**src/rtl/bfoPkg.sv**
```systemverilog
package bfoPkg;
  localparam int DefDigits = 4;
  localparam int DefCenter = 4550;
  localparam int DefBfoDiv = 10;
  localparam int DigitW    = 4;

  // strobes from control to the digit-counter datapath
  typedef struct packed {
    logic reload;   // preset every digit stage this cycle
    logic countEn;  // decrement the chain this cycle
  } divStrobe_t;
endpackage

```
**src/rtl/bfoDivDatapath.sv**
```systemverilog
module bfoDivDatapath
  import bfoPkg::*;
#(
  parameter int Digits = DefDigits,
  parameter int Center = DefCenter
) (
  input  logic                    clk,
  input  logic                    rst,
  input  divStrobe_t              strobe,
  input  logic [DigitW-1:0]       signDigit,
  input  logic [DigitW-1:0]       unitsDigit,
  input  logic [DigitW-1:0]       tenthsDigit,
  output logic                    termFlag,
  output logic [Digits*DigitW-1:0] cntFlat
);
  localparam int BinW = $clog2(10 ** Digits) + 1;

  logic [DigitW-1:0] unitsC, tenthsC;
  logic              minusSel;
  logic [BinW-1:0]   offBin, targetBin;
  logic [Digits*DigitW-1:0] presetFlat;
  logic [Digits:0]   borrow;

  // offset around the centre; the preset value is N-1 so a full cycle is N clocks
  always_comb begin
    unitsC    = (unitsDigit  > 4'd9) ? 4'd9 : unitsDigit;
    tenthsC   = (tenthsDigit > 4'd9) ? 4'd9 : tenthsDigit;
    minusSel  = |signDigit;
    offBin    = BinW'(unitsC) * BinW'(10) + BinW'(tenthsC);
    targetBin = minusSel ? (BinW'(Center - 1) - offBin) : (BinW'(Center - 1) + offBin);
  end

  // binary target split into BCD digits, least significant first
  always_comb begin
    logic [BinW-1:0] rem;
    rem = targetBin;
    presetFlat = '0;
    for (int i = 0; i < Digits; i++) begin
      presetFlat[i*DigitW +: DigitW] = DigitW'(rem % BinW'(10));
      rem = rem / BinW'(10);
    end
  end

  assign borrow[0] = strobe.countEn;

  generate
    for (genvar g = 0; g < Digits; g++) begin : gDigit
      logic [DigitW-1:0] digQ;
      always_ff @(posedge clk) begin
        if (rst) begin
          digQ <= '0;
        end else if (strobe.reload) begin
          digQ <= presetFlat[g*DigitW +: DigitW];
        end else if (borrow[g]) begin
          digQ <= (digQ == '0) ? 4'd9 : digQ - 4'd1;
        end
      end
      assign borrow[g+1] = borrow[g] && (digQ == '0);
      assign cntFlat[g*DigitW +: DigitW] = digQ;
    end
  endgenerate

  assign termFlag = (cntFlat == '0);
endmodule

```
**src/rtl/bfoDivCtrl.sv**
```systemverilog
module bfoDivCtrl
  import bfoPkg::*;
(
  input  logic       clk,
  input  logic       rst,
  input  logic       termFlag,
  output divStrobe_t strobe,
  output logic       eocPulse
);
  logic eocQ;

  always_comb begin
    strobe.reload  = termFlag;
    strobe.countEn = !termFlag;
  end

  // registered so the pulse is glitch free and exactly one clock wide
  always_ff @(posedge clk) begin
    if (rst) eocQ <= 1'b0;
    else     eocQ <= termFlag;
  end

  assign eocPulse = eocQ;
endmodule

```
**src/rtl/bfoJohnsonDiv.sv**
```systemverilog
module bfoJohnsonDiv #(
  parameter int BfoDiv = bfoPkg::DefBfoDiv
) (
  input  logic clk,
  input  logic rst,
  output logic bfoOut
);
  localparam int JohnW = BfoDiv / 2;

  logic [JohnW-1:0] johnQ;

  always_ff @(posedge clk) begin
    if (rst) johnQ <= '0;
    else     johnQ <= {johnQ[JohnW-2:0], ~johnQ[JohnW-1]};
  end

  assign bfoOut = johnQ[JohnW-1];
endmodule

```
**src/rtl/bfoPhaseComp.sv**
```systemverilog
module bfoPhaseComp (
  input  logic clk,
  input  logic rst,
  input  logic refPulse,
  input  logic divPulse,
  output logic pumpUp,
  output logic pumpDown
);
  logic upQ, dnQ, upNext, dnNext;

  always_comb begin
    upNext = upQ | refPulse;
    dnNext = dnQ | divPulse;
    if (upNext && dnNext) begin
      upNext = 1'b0;
      dnNext = 1'b0;
    end
  end

  always_ff @(posedge clk) begin
    if (rst) begin
      upQ <= 1'b0;
      dnQ <= 1'b0;
    end else begin
      upQ <= upNext;
      dnQ <= dnNext;
    end
  end

  assign pumpUp   = upQ;
  assign pumpDown = dnQ;
endmodule

```
**src/rtl/bfoDivider.sv**
```systemverilog
module bfoDivider
  import bfoPkg::*;
#(
  parameter int Digits = DefDigits,
  parameter int Center = DefCenter,
  parameter int BfoDiv = DefBfoDiv
) (
  input  logic       clk,
  input  logic       rst,
  input  logic [3:0] signDigit,
  input  logic [3:0] unitsDigit,
  input  logic [3:0] tenthsDigit,
  input  logic       refPulse,
  output logic       eocPulse,
  output logic       bfoOut,
  output logic       pumpUp,
  output logic       pumpDown
);
  divStrobe_t strobe;
  logic       termFlag;
  logic [Digits*DigitW-1:0] countBus;

  bfoDivCtrl uCtrl (
    .clk(clk), .rst(rst), .termFlag(termFlag), .strobe(strobe), .eocPulse(eocPulse)
  );

  bfoDivDatapath #(.Digits(Digits), .Center(Center)) uDp (
    .clk(clk), .rst(rst), .strobe(strobe),
    .signDigit(signDigit), .unitsDigit(unitsDigit), .tenthsDigit(tenthsDigit),
    .termFlag(termFlag), .cntFlat(countBus)
  );

  bfoJohnsonDiv #(.BfoDiv(BfoDiv)) uBfo (
    .clk(clk), .rst(rst), .bfoOut(bfoOut)
  );

  bfoPhaseComp uPfd (
    .clk(clk), .rst(rst), .refPulse(refPulse), .divPulse(eocPulse),
    .pumpUp(pumpUp), .pumpDown(pumpDown)
  );
endmodule

```
**config.mk**
```make
export PLATFORM = sky130hd
export DESIGN_NAME = bfoDivider
export DESIGN_NICKNAME = d
export VERILOG_FILES = /design/src/rtl/bfoPkg.sv /design/src/rtl/bfoDivDatapath.sv /design/src/rtl/bfoDivCtrl.sv /design/src/rtl/bfoJohnsonDiv.sv /design/src/rtl/bfoPhaseComp.sv /design/src/rtl/bfoDivider.sv
export SDC_FILE = /design/constraint.sdc
export NUM_CORES = 1
export LEC_CHECK = 0
export BUFFER_PORTS_ARGS = -buffer_cell sky130_fd_sc_hd__buf_2
export CAP_MARGIN = 5
export CORE_MARGIN = 1.5
export CORE_UTILIZATION = 46
export DETAILED_ROUTE_END_ITERATION = 10
export SETUP_SLACK_MARGIN = 0.3
export SLEW_MARGIN = 20
export SYNTH_ARGS = -nofsm -noshare
export SYNTH_HDL_FRONTEND = slang
export SYNTH_SLANG_ARGS = --single-unit
```
**constraint.sdc**
```tcl
create_clock -name clk -period 22.1 [get_ports clk]
set_input_delay 1.105 -clock clk [delete_from_list [all_inputs] [get_ports clk]]
set_output_delay 1.105 -clock clk [all_outputs]
set_load 0.05 [all_outputs]
```
Word level (Yosys, flattened, before mapping)
Cells that the tools add are included.
Operators by class
  magnitude comparators: 2
  reductions and logical operators: 15
  div/mod/pow operators: 7
  add/subtract/negate cells: 7
  multiply operators: 1
  bitwise logic cells: 3
  muxes and demuxes: 14
Operators with widths (number)
  $mod A15 B4 Y15 const B: 4
  $mux W4: 13
  $div A15 B4 Y15 const B: 3
  $logic_not A16 Y1: 1
  $logic_not A4 Y1: 4
  $sub A4 B1 Y4 const B: 4
  $add A13 B15 Y15 const A: 1
  $mux W15: 1
  $sub A13 B15 Y15 const A: 1
  $add A8 B4 Y9: 1
  $gt A4 B4 Y1 const B: 2
  $mul A4 B3 Y7 const B: 1
  $reduce_bool A2 Y1: 3
  $logic_and A1 B1 Y1: 4
  $reduce_or A4 Y1: 1
  $or A1 B1 Y1: 2
  $reduce_or A2 Y1: 1
  $logic_not A1 Y1: 1
  $not A1 Y1: 1
Storage, ports and cells
  bits in registers: 24
  output and inout bits: 4
  word-level logic and storage cells: 57

Depth between registers and ports, before layout
Gate-level depths: netlist (run 1).
  word-level depth: 11
  depth in mapped cells: 41
  depth with buffers taken out: 39

Hierarchy
Synthesis (run 1) repeated with hierarchy kept, for this count alone.
Second synthesis, totals
  cells, all modules: 500
  area, all modules: 3812.4 um2
Modules (own cells, without submodules)
  bfoDivDatapath: area each 3578.4 um2, cells each 480, seq. area each 320.3 um2, times used 1
  bfoJohnsonDiv: area each 128.9 um2, cells each 10, seq. area each 100.1 um2, times used 1
  bfoPhaseComp: area each 60.1 um2, cells each 6, seq. area each 40.0 um2, times used 1
  bfoDivCtrl: area each 45.0 um2, cells each 4, seq. area each 20.0 um2, times used 1

Least setup slack after synthesis (run 1)
Ideal clock, no wire load.
  path type: input to register
  start point: input port unitsDigit[1]
  end point: register uDp.gDigit[2].digQ[2]
  path buffers: 2
  data arrival time: 8782 ps
  cell stages on the path: 38
  path slack: 13238 ps
  setup time: 79 ps
  path through: nor2b_1 -> ha_1 -> ha_1 -> inv_1 -> fa_1 -> a21boi_0 -> or4_1 -> a211o_1 -> and3_1 -> or2_1 -> clkbuf_1 -> a32o_1 -> a211oi_4 -> buf_6 -> a211oi_1 -> o211a_1 -> nor3_1 -> ha_1 -> [2 not listed] -> a41o_1 -> xnor2_1 -> ha_1 -> o211ai_1 -> a21oi_1 -> nand2_1 -> a21oi_1 -> ha_1 -> nor2_1 -> o21ai_0 -> nand2_1 -> a211oi_1 -> inv_1 -> ha_1 -> inv_1 -> o22ai_1 -> a311o_1 -> a22oi_1
On the way
  cells in the longest elaborated chain, start to end: 10
  elaborated cells between the ends (all ways): 11
  those cells by class: add/sub (3); mul (1); div (3); order compare (1); mux (3)
Ends and longest elaborated chain
  start: declaration: RTL line bfoDivider.sv:11  | input logic [3:0] unitsDigit,
  $gt A4 B4 Y1: RTL line bfoDivDatapath.sv:26  | unitsC = (unitsDigit > 4'd9) ? 4'd9 : unitsDigit;
  $mux W4 *: RTL line bfoDivDatapath.sv:26
  $mul A4 B3 Y7 *: RTL line bfoDivDatapath.sv:29  | offBin = BinW'(unitsC) * BinW'(10) + BinW'(tenthsC);
  $add A8 B4 Y9 *: RTL line bfoDivDatapath.sv:29
  $add A13 B15 Y15 or $sub A13 B15 Y15 (tied branches): RTL line bfoDivDatapath.sv:30  | targetBin = minusSel ? (BinW'(Center - 1) - offBin) : (BinW'(Center - 1) + offBin);
  $mux W15 *: RTL line bfoDivDatapath.sv:30
  $div A15 B4 Y15 * (2 in series): RTL line bfoDivDatapath.sv:40  | rem = rem / BinW'(10);
  $mod A15 B4 Y15 *: RTL line bfoDivDatapath.sv:39  | presetFlat[i*DigitW +: DigitW] = DigitW'(rem % BinW'(10));
  $mux W4 *: RTL line bfoDivDatapath.sv:52  | end else if (strobe.reload) begin
  end signal: assignment: RTL line bfoDivDatapath.sv:53  | digQ <= presetFlat[g*DigitW +: DigitW];
  end signal: assignment: RTL line bfoDivDatapath.sv:55  | digQ <= (digQ == '0) ? 4'd9 : digQ - 4'd1;
  end: declaration: RTL line bfoDivDatapath.sv:48  | logic [DigitW-1:0] digQ;
Mark *: on every way between the ends. The rest lies on a longest branch, timed or not.
A chain may end at the register's enable or synchronous reset.

Worst setup path after layout (run 1)
  start point: input port unitsDigit[3]
  end point: register uDp.gDigit[2].digQ[2]
Same word-level chain as after synthesis.

==> results.sh, run 1 <==
export IMPL_grt_overflow_total=0
export IMPL_final_layout_size_suffix_gt1_share_pct=12.7
export IMPL_pin_count=19
export IMPL_synth_avg_cell_area_um2=7.42
export IMPL_skew_ps=3.02
export IMPL_finalHoldViolCount=0
export IMPL_clkSinkCount=24
export IMPL_synth_nets=485
export IMPL_status="completed"
export IMPL_grt_setup_unrepaired="false"
export IMPL_dr_pass1_iters=4
export IMPL_vias=3212
export IMPL_r2r_end="uDp.gDigit[1].digQ[0]"
export IMPL_fin_crit_ps=9860
export IMPL_cts_reportedPaths_clkPinSlew_ps=90
export IMPL_slew_headroom_pct=44.0
export IMPL_cts_repair_resized=0
export IMPL_p_leak_nw=1.37
export IMPL_die_h_um=87.9
export IMPL_finalNetCount=488
export IMPL_worst_pin_slew_ps=834
export IMPL_holdPathEnd="uBfo.johnQ[0]"
export IMPL_ant_nets=0
export IMPL_fin_ws_ps=12240
export IMPL_fin_crit_sh_pct=44.6
export IMPL_reg2reg_depth=9
export IMPL_hp_start="uBfo.johnQ[4]"
export IMPL_drt_wirelength_per_cell_um=13.8
export IMPL_crit_type="primary input to flop"
export IMPL_yosys_area_top_type="dfxtp_1"
export IMPL_tritoncts="built"
export IMPL_numPortBuffers=18
export IMPL_synthCells=447
export IMPL_fmax_mhz=101
export IMPL_path_max_fanout=11
export IMPL_critPathBufInv=4
export IMPL_required_ps=22300
export IMPL_ctsHoldBuffers=0
export IMPL_start_util_pct=48.3
export IMPL_grt_max_degree=27
export IMPL_post_cts_setup_buffers=0
export IMPL_rows=30
export IMPL_routabilityCongestion=0.841
export IMPL_crit_path_end_kind="flop"
export IMPL_setup_viol=0
export IMPL_cpMostUsedCell="ha_1"
export IMPL_synth_warnings=0
export IMPL_fill_cells=723
export IMPL_clock_path_buffers=2
export IMPL_ys_ff_latch=24
export IMPL_grt_pass1_vias=2897
export IMPL_synth_most_common_cell="nor2_1"
export IMPL_setup_tns_ps=0
export IMPL_n_antenna_cell=0
export IMPL_antenna_found_initial=0
export IMPL_drtIter0Drc=136
export IMPL_crit_family="compound AO/OA/AOI/OAI gates"
export IMPL_root_buffer="clkbuf_8"
export IMPL_place_ws_ps=11770
export IMPL_rr_startpoint="uDp.gDigit[1].digQ[0]"
export IMPL_p_per_area_mw_per_mm2=126
export IMPL_synth_area_leaders="dfxtp_1 (14%), ha_1 (7.9%), o21ai_0 (4.7%)"
export IMPL_core_mm2=0.00687
export IMPL_die_area_mm2=0.00773
export IMPL_area_growth_pct=5.47
export IMPL_grt_pass1_wl_um=13000
export IMPL_syn_area_mm2=0.00332
export IMPL_synth_top_area_share_pct=14.5
export IMPL_ys_types=82
export IMPL_track_usage_pct=20.1
export IMPL_die_x_um=87.9
export IMPL_clk_latency_ps=270
export IMPL_ys_flop_type="dfxtp_1"
export IMPL_synthArstFlopShare_pct=0
export IMPL_cp_start_kind="primary input"
export IMPL_seq_area_frac_synth_pct=14.5
export IMPL_routed_wl_um=7520
export IMPL_synthTopCellsByCount="nor2_1 (36), nand2_1 (35), o21ai_0 (31)"
export IMPL_critPathArrivalTime_ps=10060
export IMPL_cts_htree_levels=1
export IMPL_synth_edf_count=0
export IMPL_cts_buffers=3
export IMPL_drv_slew=0
export IMPL_critical_path_slowest_cell="xnor2_1"
export IMPL_ff2ff_setup_slack_ps=18650
export IMPL_ir_worst_vdd_v=0.0000526
export IMPL_vias_per_cell=5.89
export IMPL_slowest_delay_ps=690
export IMPL_hp_class="flop to flop"
export IMPL_hpwl_um=5770
export IMPL_maxCapViolations=0
export IMPL_hold_depth=1
export IMPL_drc=0
-- power breakdown --
group          internal [mW]  switching, mW
logic                  0.129          0.202
clock network         0.0242         0.0147
registers             0.0577         0.0126
-- kinds of logic (layout without fill, tap and decap cells) --
kind of cell,Yosys count,count (layout),share of synthesized area (%)
and+or+nand+nor,170,170,28.0
AOI/OAI and AO/OA,153,153,33.1
buffers and inverters,46,48,6.64
adders and majority gates,24,24,9.43
DFF,24,24,14.5
xor gates and xnor gates,22,22,6.04
muxes,7,7,2.23
other,1,1,0.113
-- flip-flops by register name, indices dropped and copies added, names as in the netlist --
register         cells
uPfd.pumpUp          1
uDp.gDigit.digQ     16
uBfo.johnQ           5
uPfd.pumpDown        1
uCtrl.eocPulse       1
-- cell usage in the layout (no fill, tap or decap), types with 4 or more instances in the layout --
cell type	instances
o22ai_1	6
nand3_1	12
or2_2	4
xor2_1	6
or4_1	5
nand2b_1	5
mux2i_1	4
nor2_1	36
inv_1	23
and2_1	8
a211o_1	7
nor2b_1	9
a21oi_1	27
a21o_1	7
nand2_1	35
nor3_1	16
o21ai_0	31
o211ai_1	5
or3_1	10
xnor2_1	15
buf_2	18
ha_1	21
and3_1	4
a211oi_1	8
or2_1	4
o31ai_1	6
a22oi_1	4
dfxtp_1	24
a221oi_1	4
a31oi_1	5
-- worst max path at each step --
stage	start	end	slack, ps	cells after the start
finish	unitsDigit[3]	uDp.gDigit[2].digQ[2]	12240	38
global route	unitsDigit[3]	uDp.gDigit[2].digQ[2]	11310	38
CTS	unitsDigit[3]	uDp.gDigit[2].digQ[2]	12030	38
detailed placement	unitsDigit[3]	uDp.gDigit[2].digQ[2]	11770	38
global placement	unitsDigit[3]	uDp.gDigit[2].digQ[2]	11980	38
floorplan	unitsDigit[1]	uDp.gDigit[2].digQ[2]	13240	38
-- through the flow --
step                instances  total power [mW]  utilization, %  hold slack, ps  cell area (µm²)
finish                    545             0.441            50.9             433             3500
global route              545             0.488            50.9             463             3500
CTS                       545             0.440            50.8             439             3490
detailed placement        541             0.399            49.8             420             3420
global placement          541             0.395            49.8             409             3420
floorplan                 447             0.343               -             414             3320
-- area by class of cell --
type / instances / area (µm²) / area share [%]
Multi-Input combinational cell: 377 / 2630 / 75.1
Clock inverter: 1 / 30.0 / 0.859
Sequential cell: 24 / 480 / 13.7
Tap cell: 96 / 120 / 3.43
Inverter: 23 / 86.3 / 2.47
Clock buffer: 3 / 41.3 / 1.18
Timing Repair Buffer: 21 / 113 / 3.22
-- per-layer routing --
metal	up-vias	GRT usage, %	wire length, µm
met1	1478	29.8	4010
met2	60	32.5	3280
met3	5	2.36	209
met5	-	0	0
met4	0	1.59	21
li1	1669	-	-
(Power assumes the default switching activity.)
==> run 2: changes to the inputs <==
Settings changed: PLACE_DENSITY from default to 0.65.
Clock period 22.1 ns to 8.26 ns, I/O delays scaled along.
==> results.sh, run 2 (same netlist as run 1, synthesis figures left out) <==
export IMPL_status="completed"
export IMPL_cts_htree_levels=1
export IMPL_whs_ps=309
export IMPL_fin_crit_ps=7740
export IMPL_vias_per_cell=5.83
export IMPL_drt_wirelength_per_cell_um=14.1
export IMPL_finalHoldViolCount=0
export IMPL_fill_cells=643
export IMPL_setup_viol=0
export IMPL_multi_input_area_mm2=0.00276
export IMPL_r2r_end="uDp.gDigit[1].digQ[0]"
export IMPL_clk_latency_ps=270
export IMPL_fmax_mhz=129
export IMPL_vias=3406
export IMPL_n_antenna_cell=0
export IMPL_grt_overflow_total=0
export IMPL_cts_buffers=3
export IMPL_tritoncts="built"
export IMPL_final_layout_size_suffix_gt1_share_pct=25.8
export IMPL_ant_nets=0
export IMPL_track_usage_pct=21.3
export IMPL_die_x_um=87.9
export IMPL_drv_slew=0
export IMPL_core_mm2=0.00687
export IMPL_clkSinkCount=24
export IMPL_fin_crit_sh_pct=93.7
export IMPL_grt_setup_unrepaired="false"
export IMPL_p_leak_nw=1.58
export IMPL_clock_path_buffers=2
export IMPL_ctsHoldBuffers=0
export IMPL_drc=0
export IMPL_hpwl_um=6100
export IMPL_grt_pass1_wl_um=13800
export IMPL_cts_reportedPaths_clkPinSlew_ps=90
export IMPL_routabilityCongestion=0.875
export IMPL_final_common_cell="buf_4"
export IMPL_place_ws_ps=-116
export IMPL_rows=30
export IMPL_critical_path_slowest_cell="fa_2"
export IMPL_largest_reg_flops=16
export IMPL_rr_startpoint="uDp.gDigit[0].digQ[0]"
export IMPL_hp_start="refPulse"
export IMPL_numPortBuffers=18
export IMPL_setup_tns_ps=0
export IMPL_p_per_area_mw_per_mm2=354
export IMPL_reg_top3="uDp.gDigit.digQ (16), uBfo.johnQ (5)"
export IMPL_slew_headroom_pct=52.9
export IMPL_area_growth_pct=18.9
export IMPL_antenna_found_initial=0
export IMPL_die_area_mm2=0.00773
export IMPL_ir_worst_vdd_v=0.000107
export IMPL_skew_ps=4.29
export IMPL_pin_count=19
export IMPL_reg2reg_depth=10
export IMPL_post_route_util_pct=57.4
export IMPL_grt_pass1_vias=3166
export IMPL_critPathArrivalTime_ps=7940
export IMPL_die_h_um=87.9
export IMPL_ff2ff_setup_slack_ps=4770
export IMPL_crit_path_end_kind="flop"
export IMPL_finalNetCount=527
export IMPL_worst_pin_slew_ps=704
export IMPL_path_max_fanout=6
export IMPL_grt_max_degree=27
export IMPL_start_util_pct=48.3
export IMPL_drtIter0Drc=170
export IMPL_fin_ws_ps=523
export IMPL_crit_end="uDp.gDigit[2].digQ[1]"
export IMPL_startpoint="unitsDigit[1]"
export IMPL_routed_wl_um=8230
export IMPL_root_buffer="clkbuf_8"
export IMPL_largest_register="uDp.gDigit.digQ"
export IMPL_regArea_um2=480
export IMPL_final_cell_mix="buf_4 (40), nand2_1 (35), nor2_1 (34)"
export IMPL_crit_type="primary input to flop"
export IMPL_maxCapViolations=0
export IMPL_hp_class="primary input to flop"
export IMPL_required_ps=8470
export IMPL_dr_pass1_iters=4
export IMPL_cp_start_kind="primary input"
export IMPL_slowest_delay_ps=600
-- run 2: cell count changes in the layout (fill, tap and decap cells not counted), moves of 3 or more --
cell / before / now
ha_2: 0 / 7
a21oi_2: 3 / 6
ha_1: 21 / 14
o21ai_0: 31 / 27
o21ai_2: 2 / 5
a21oi_1: 27 / 23
buf_4: 3 / 40
or2_4: 0 / 3
-- run 2: what timing repair did --
item	CTS	global route
setup buffers	1	11
pin swaps	1	17
endpoints found under the setup margin	4	4
gates resized for setup	7	34
-- run 2: how the worst min path moves through the flow --
stage | to | depth (start not counted) | slack, ps
2_1_floorplan | uBfo.johnQ[1] | 1 | 410
3_3_place_gp | uBfo.johnQ[0] | 1 | 400
3_5_place_dp | uBfo.johnQ[0] | 1 | 400
4_1_cts | uPfd.pumpDown | 2 | 310
5_1_grt | uPfd.pumpDown | 2 | 310
6_report | uPfd.pumpDown | 2 | 310
-- run 2: cell type report --
class,instances,area share [%]
clock buffers,3,1.05
clock inverters,1,0.762
inverters,23,2.19
multi-input cells,377,69.9
flip-flops and latches,24,12.2
well taps,96,3.05
repair buffers,60,10.9
-- run 2: through the flow --
step	cell area, µm²	power [mW]	instances
finish	3940	1.39	584
global route	3940	1.52	584
CTS	3750	1.29	573
detailed placement	3650	1.17	568
global placement	3650	1.15	568
floorplan	3330	0.930	447
-- run 2: worst max-delay path, delay by kind of cell --
| family | cells | cell delay [ps] |
|---|---|---|
| buf+inv | 5 | 390 |
| fa+ha+maj | 8 | 2250 |
| compound gates | 12 | 2210 |
| xor+xnor | 1 | 190 |
| simple gates | 12 | 2500 |
-- run 2: report_power, final --
group	internal [mW]	leakage, nW	switching [mW]
registers	0.154	0.197	0.0341
logic	0.495	1.35	0.608
clock network	0.0648	0.0357	0.0374
-- run 2: per-layer routing --
metal	vias up	share of wire, %	GRT usage (%)
li1	1744	-	-
met1	1600	46	28.1
met2	54	50	38.2
met3	8	2.9	0.943
met4	0	1.0	4.91
met5	-	0	0
==> run 3: changes to the inputs <==
Settings changed: ABC_CLOCK_PERIOD_IN_PS from default to 8260, CORE_UTILIZATION 46 to 25, PLACE_DENSITY 0.65 to default.
==> results.sh, run 3 (same netlist as run 1, synthesis figures left out) <==
export IMPL_cp_start_kind="primary input"
export IMPL_rr_startpoint="uDp.gDigit[0].digQ[0]"
export IMPL_drtIter0Drc=290
export IMPL_die_h_um=118
export IMPL_grt_max_degree=27
export IMPL_status="completed"
export IMPL_reg2reg_depth=10
export IMPL_core_mm2=0.0128
export IMPL_ant_nets=0
export IMPL_p_leak_nw=1.65
export IMPL_slowest_delay_ps=600
export IMPL_die_x_um=118
export IMPL_vias_per_cell=5.22
export IMPL_skew_ps=2.12
export IMPL_largest_register="uDp.gDigit.digQ"
export IMPL_cpMostUsedCell="buf_4"
export IMPL_setup_viol=0
export IMPL_cts_htree_levels=1
export IMPL_fmax_mhz=130
export IMPL_clkSinkCount=24
export IMPL_critical_path_slowest_cell="fa_2"
export IMPL_grt_pass1_vias=3201
export IMPL_final_area_mm2=0.00422
export IMPL_root_buffer="clkbuf_16"
export IMPL_final_layout_size_suffix_gt1_share_pct=29.6
export IMPL_antenna_found_initial=0
export IMPL_finalNetCount=532
export IMPL_fin_crit_sh_pct=92.9
export IMPL_final_common_cell="buf_4"
export IMPL_numPortBuffers=18
export IMPL_routabilityCongestion=0.889
export IMPL_dr_pass1_iters=5
export IMPL_r2r_end="uDp.gDigit[1].digQ[3]"
export IMPL_reg_top3="uDp.gDigit.digQ (16), uBfo.johnQ (5)"
export IMPL_largest_reg_flops=16
export IMPL_ff2ff_setup_slack_ps=4690
export IMPL_hpwl_um=6330
export IMPL_ctsHoldBuffers=0
export IMPL_drv_slew=0
export IMPL_hp_start="refPulse"
export IMPL_area_growth_pct=27.4
export IMPL_ir_worst_vdd_v=0.000141
export IMPL_clk_latency_ps=260
export IMPL_hold_depth=2
export IMPL_final_cell_mix="buf_4 (44), nand2_1 (35), nor2_1 (32)"
export IMPL_required_ps=8430
export IMPL_path_max_fanout=7
export IMPL_critPathArrivalTime_ps=7850
export IMPL_p_per_area_mw_per_mm2=350
export IMPL_drt_wirelength_per_cell_um=12.9
export IMPL_regArea_um2=480
export IMPL_fin_ws_ps=584
export IMPL_rows=41
export IMPL_pin_count=19
export IMPL_tritoncts="built"
export IMPL_place_ws_ps=-3.59
export IMPL_worst_pin_slew_ps=748
export IMPL_holdPathEnd="uPfd.pumpDown"
export IMPL_fill_cells=1316
export IMPL_vias=3472
export IMPL_hp_class="primary input to flop"
export IMPL_grt_pass1_wl_um=14300
export IMPL_crit_path_end_kind="flop"
export IMPL_cts_reportedPaths_clkPinSlew_ps=60
export IMPL_slew_headroom_pct=49.8
export IMPL_multi_input_area_mm2=0.00288
export IMPL_die_area_mm2=0.0140
export IMPL_postPlaceCellArea_mm2=0.00374
export IMPL_grt_setup_unrepaired="true"
export IMPL_cts_buffers=3
export IMPL_finalHoldViolCount=0
export IMPL_maxCapViolations=0
export IMPL_track_usage_pct=11.5
export IMPL_start_util_pct=26.0
export IMPL_post_route_util_pct=33.1
export IMPL_drc=0
export IMPL_routed_wl_um=8580
export IMPL_grt_overflow_total=0
export IMPL_clock_path_buffers=2
export IMPL_fin_crit_ps=7680
export IMPL_crit_type="primary input to flop"
export IMPL_n_antenna_cell=0
## run 3: how the worst max path moves through the flow
stage,from,to,slack (ps),depth (start not counted)
after global routing,unitsDigit[3],uDp.gDigit[2].digQ[2],210,42
final,unitsDigit[1],uDp.gDigit[2].digQ[3],580,38
after CTS,unitsDigit[3],uDp.gDigit[2].digQ[2],310,38
after floorplan,unitsDigit[1],uDp.gDigit[2].digQ[2],340,38
after global placement,unitsDigit[3],uDp.gDigit[3].digQ[0],200,37
after detailed placement,unitsDigit[3],uDp.gDigit[2].digQ[2],-4,39
## run 3: what timing repair did
action / CTS / global route
gates cloned: 0 / 1
setup buffers: 0 / 16
endpoints found under the setup margin: 2 / 4
gates resized for setup: 2 / 62
pin swaps: 0 / 27
## run 3: area by class of cell
cell class              count  area share [%]
multi-input cells         377            68.2
flip-flops and latches     24            11.4
repair buffers             65            10.8
well taps                 172            5.10
inverters                  23            2.04
clock buffers               3            1.78
clock inverters             1           0.711
## run 3: critical path, delay by kind of cell
| kind | cells | cell delay [ps] |
|---|---|---|
| and+or+nand+nor | 9 | 2500 |
| AOI/OAI and AO/OA | 12 | 1900 |
| adders and majority gates | 7 | 1710 |
| buffers and inverters | 8 | 950 |
| xor gates and xnor gates | 2 | 340 |
## run 3: metal layers
metal  GRT usage [%]  routed length (µm)  vias to the layer above
li1                -                   -                     1755
met1            15.4                3970                     1619
met2            20.8                4210                       86
met3           0.579                 298                       12
met4            1.68                  98                        0
met5               0                   0                        -
## run 3: stage by stage
stage / total power [mW] / TNS, ps / std cells / hold WS, ps
6_report: 1.48 / 0 / 665 / 331
5_1_grt: 1.61 / 0 / 665 / 340
4_1_cts: 1.32 / 0 / 648 / 337
3_5_place_dp: 1.17 / -3.59 / 644 / 422
3_3_place_gp: 1.15 / 0 / 644 / 418
2_1_floorplan: 0.930 / 0 / 447 / 414
## run 3: report_power, final
| part | leakage (nW) | switching (mW) | internal [mW] |
|---|---|---|---|
| Sequential | 0.197 | 0.0354 | 0.155 |
| Clock | 0.0511 | 0.0406 | 0.0963 |
| Combinational | 1.40 | 0.635 | 0.515 |
| Total | 1.65 | 0.711 | 0.766 |
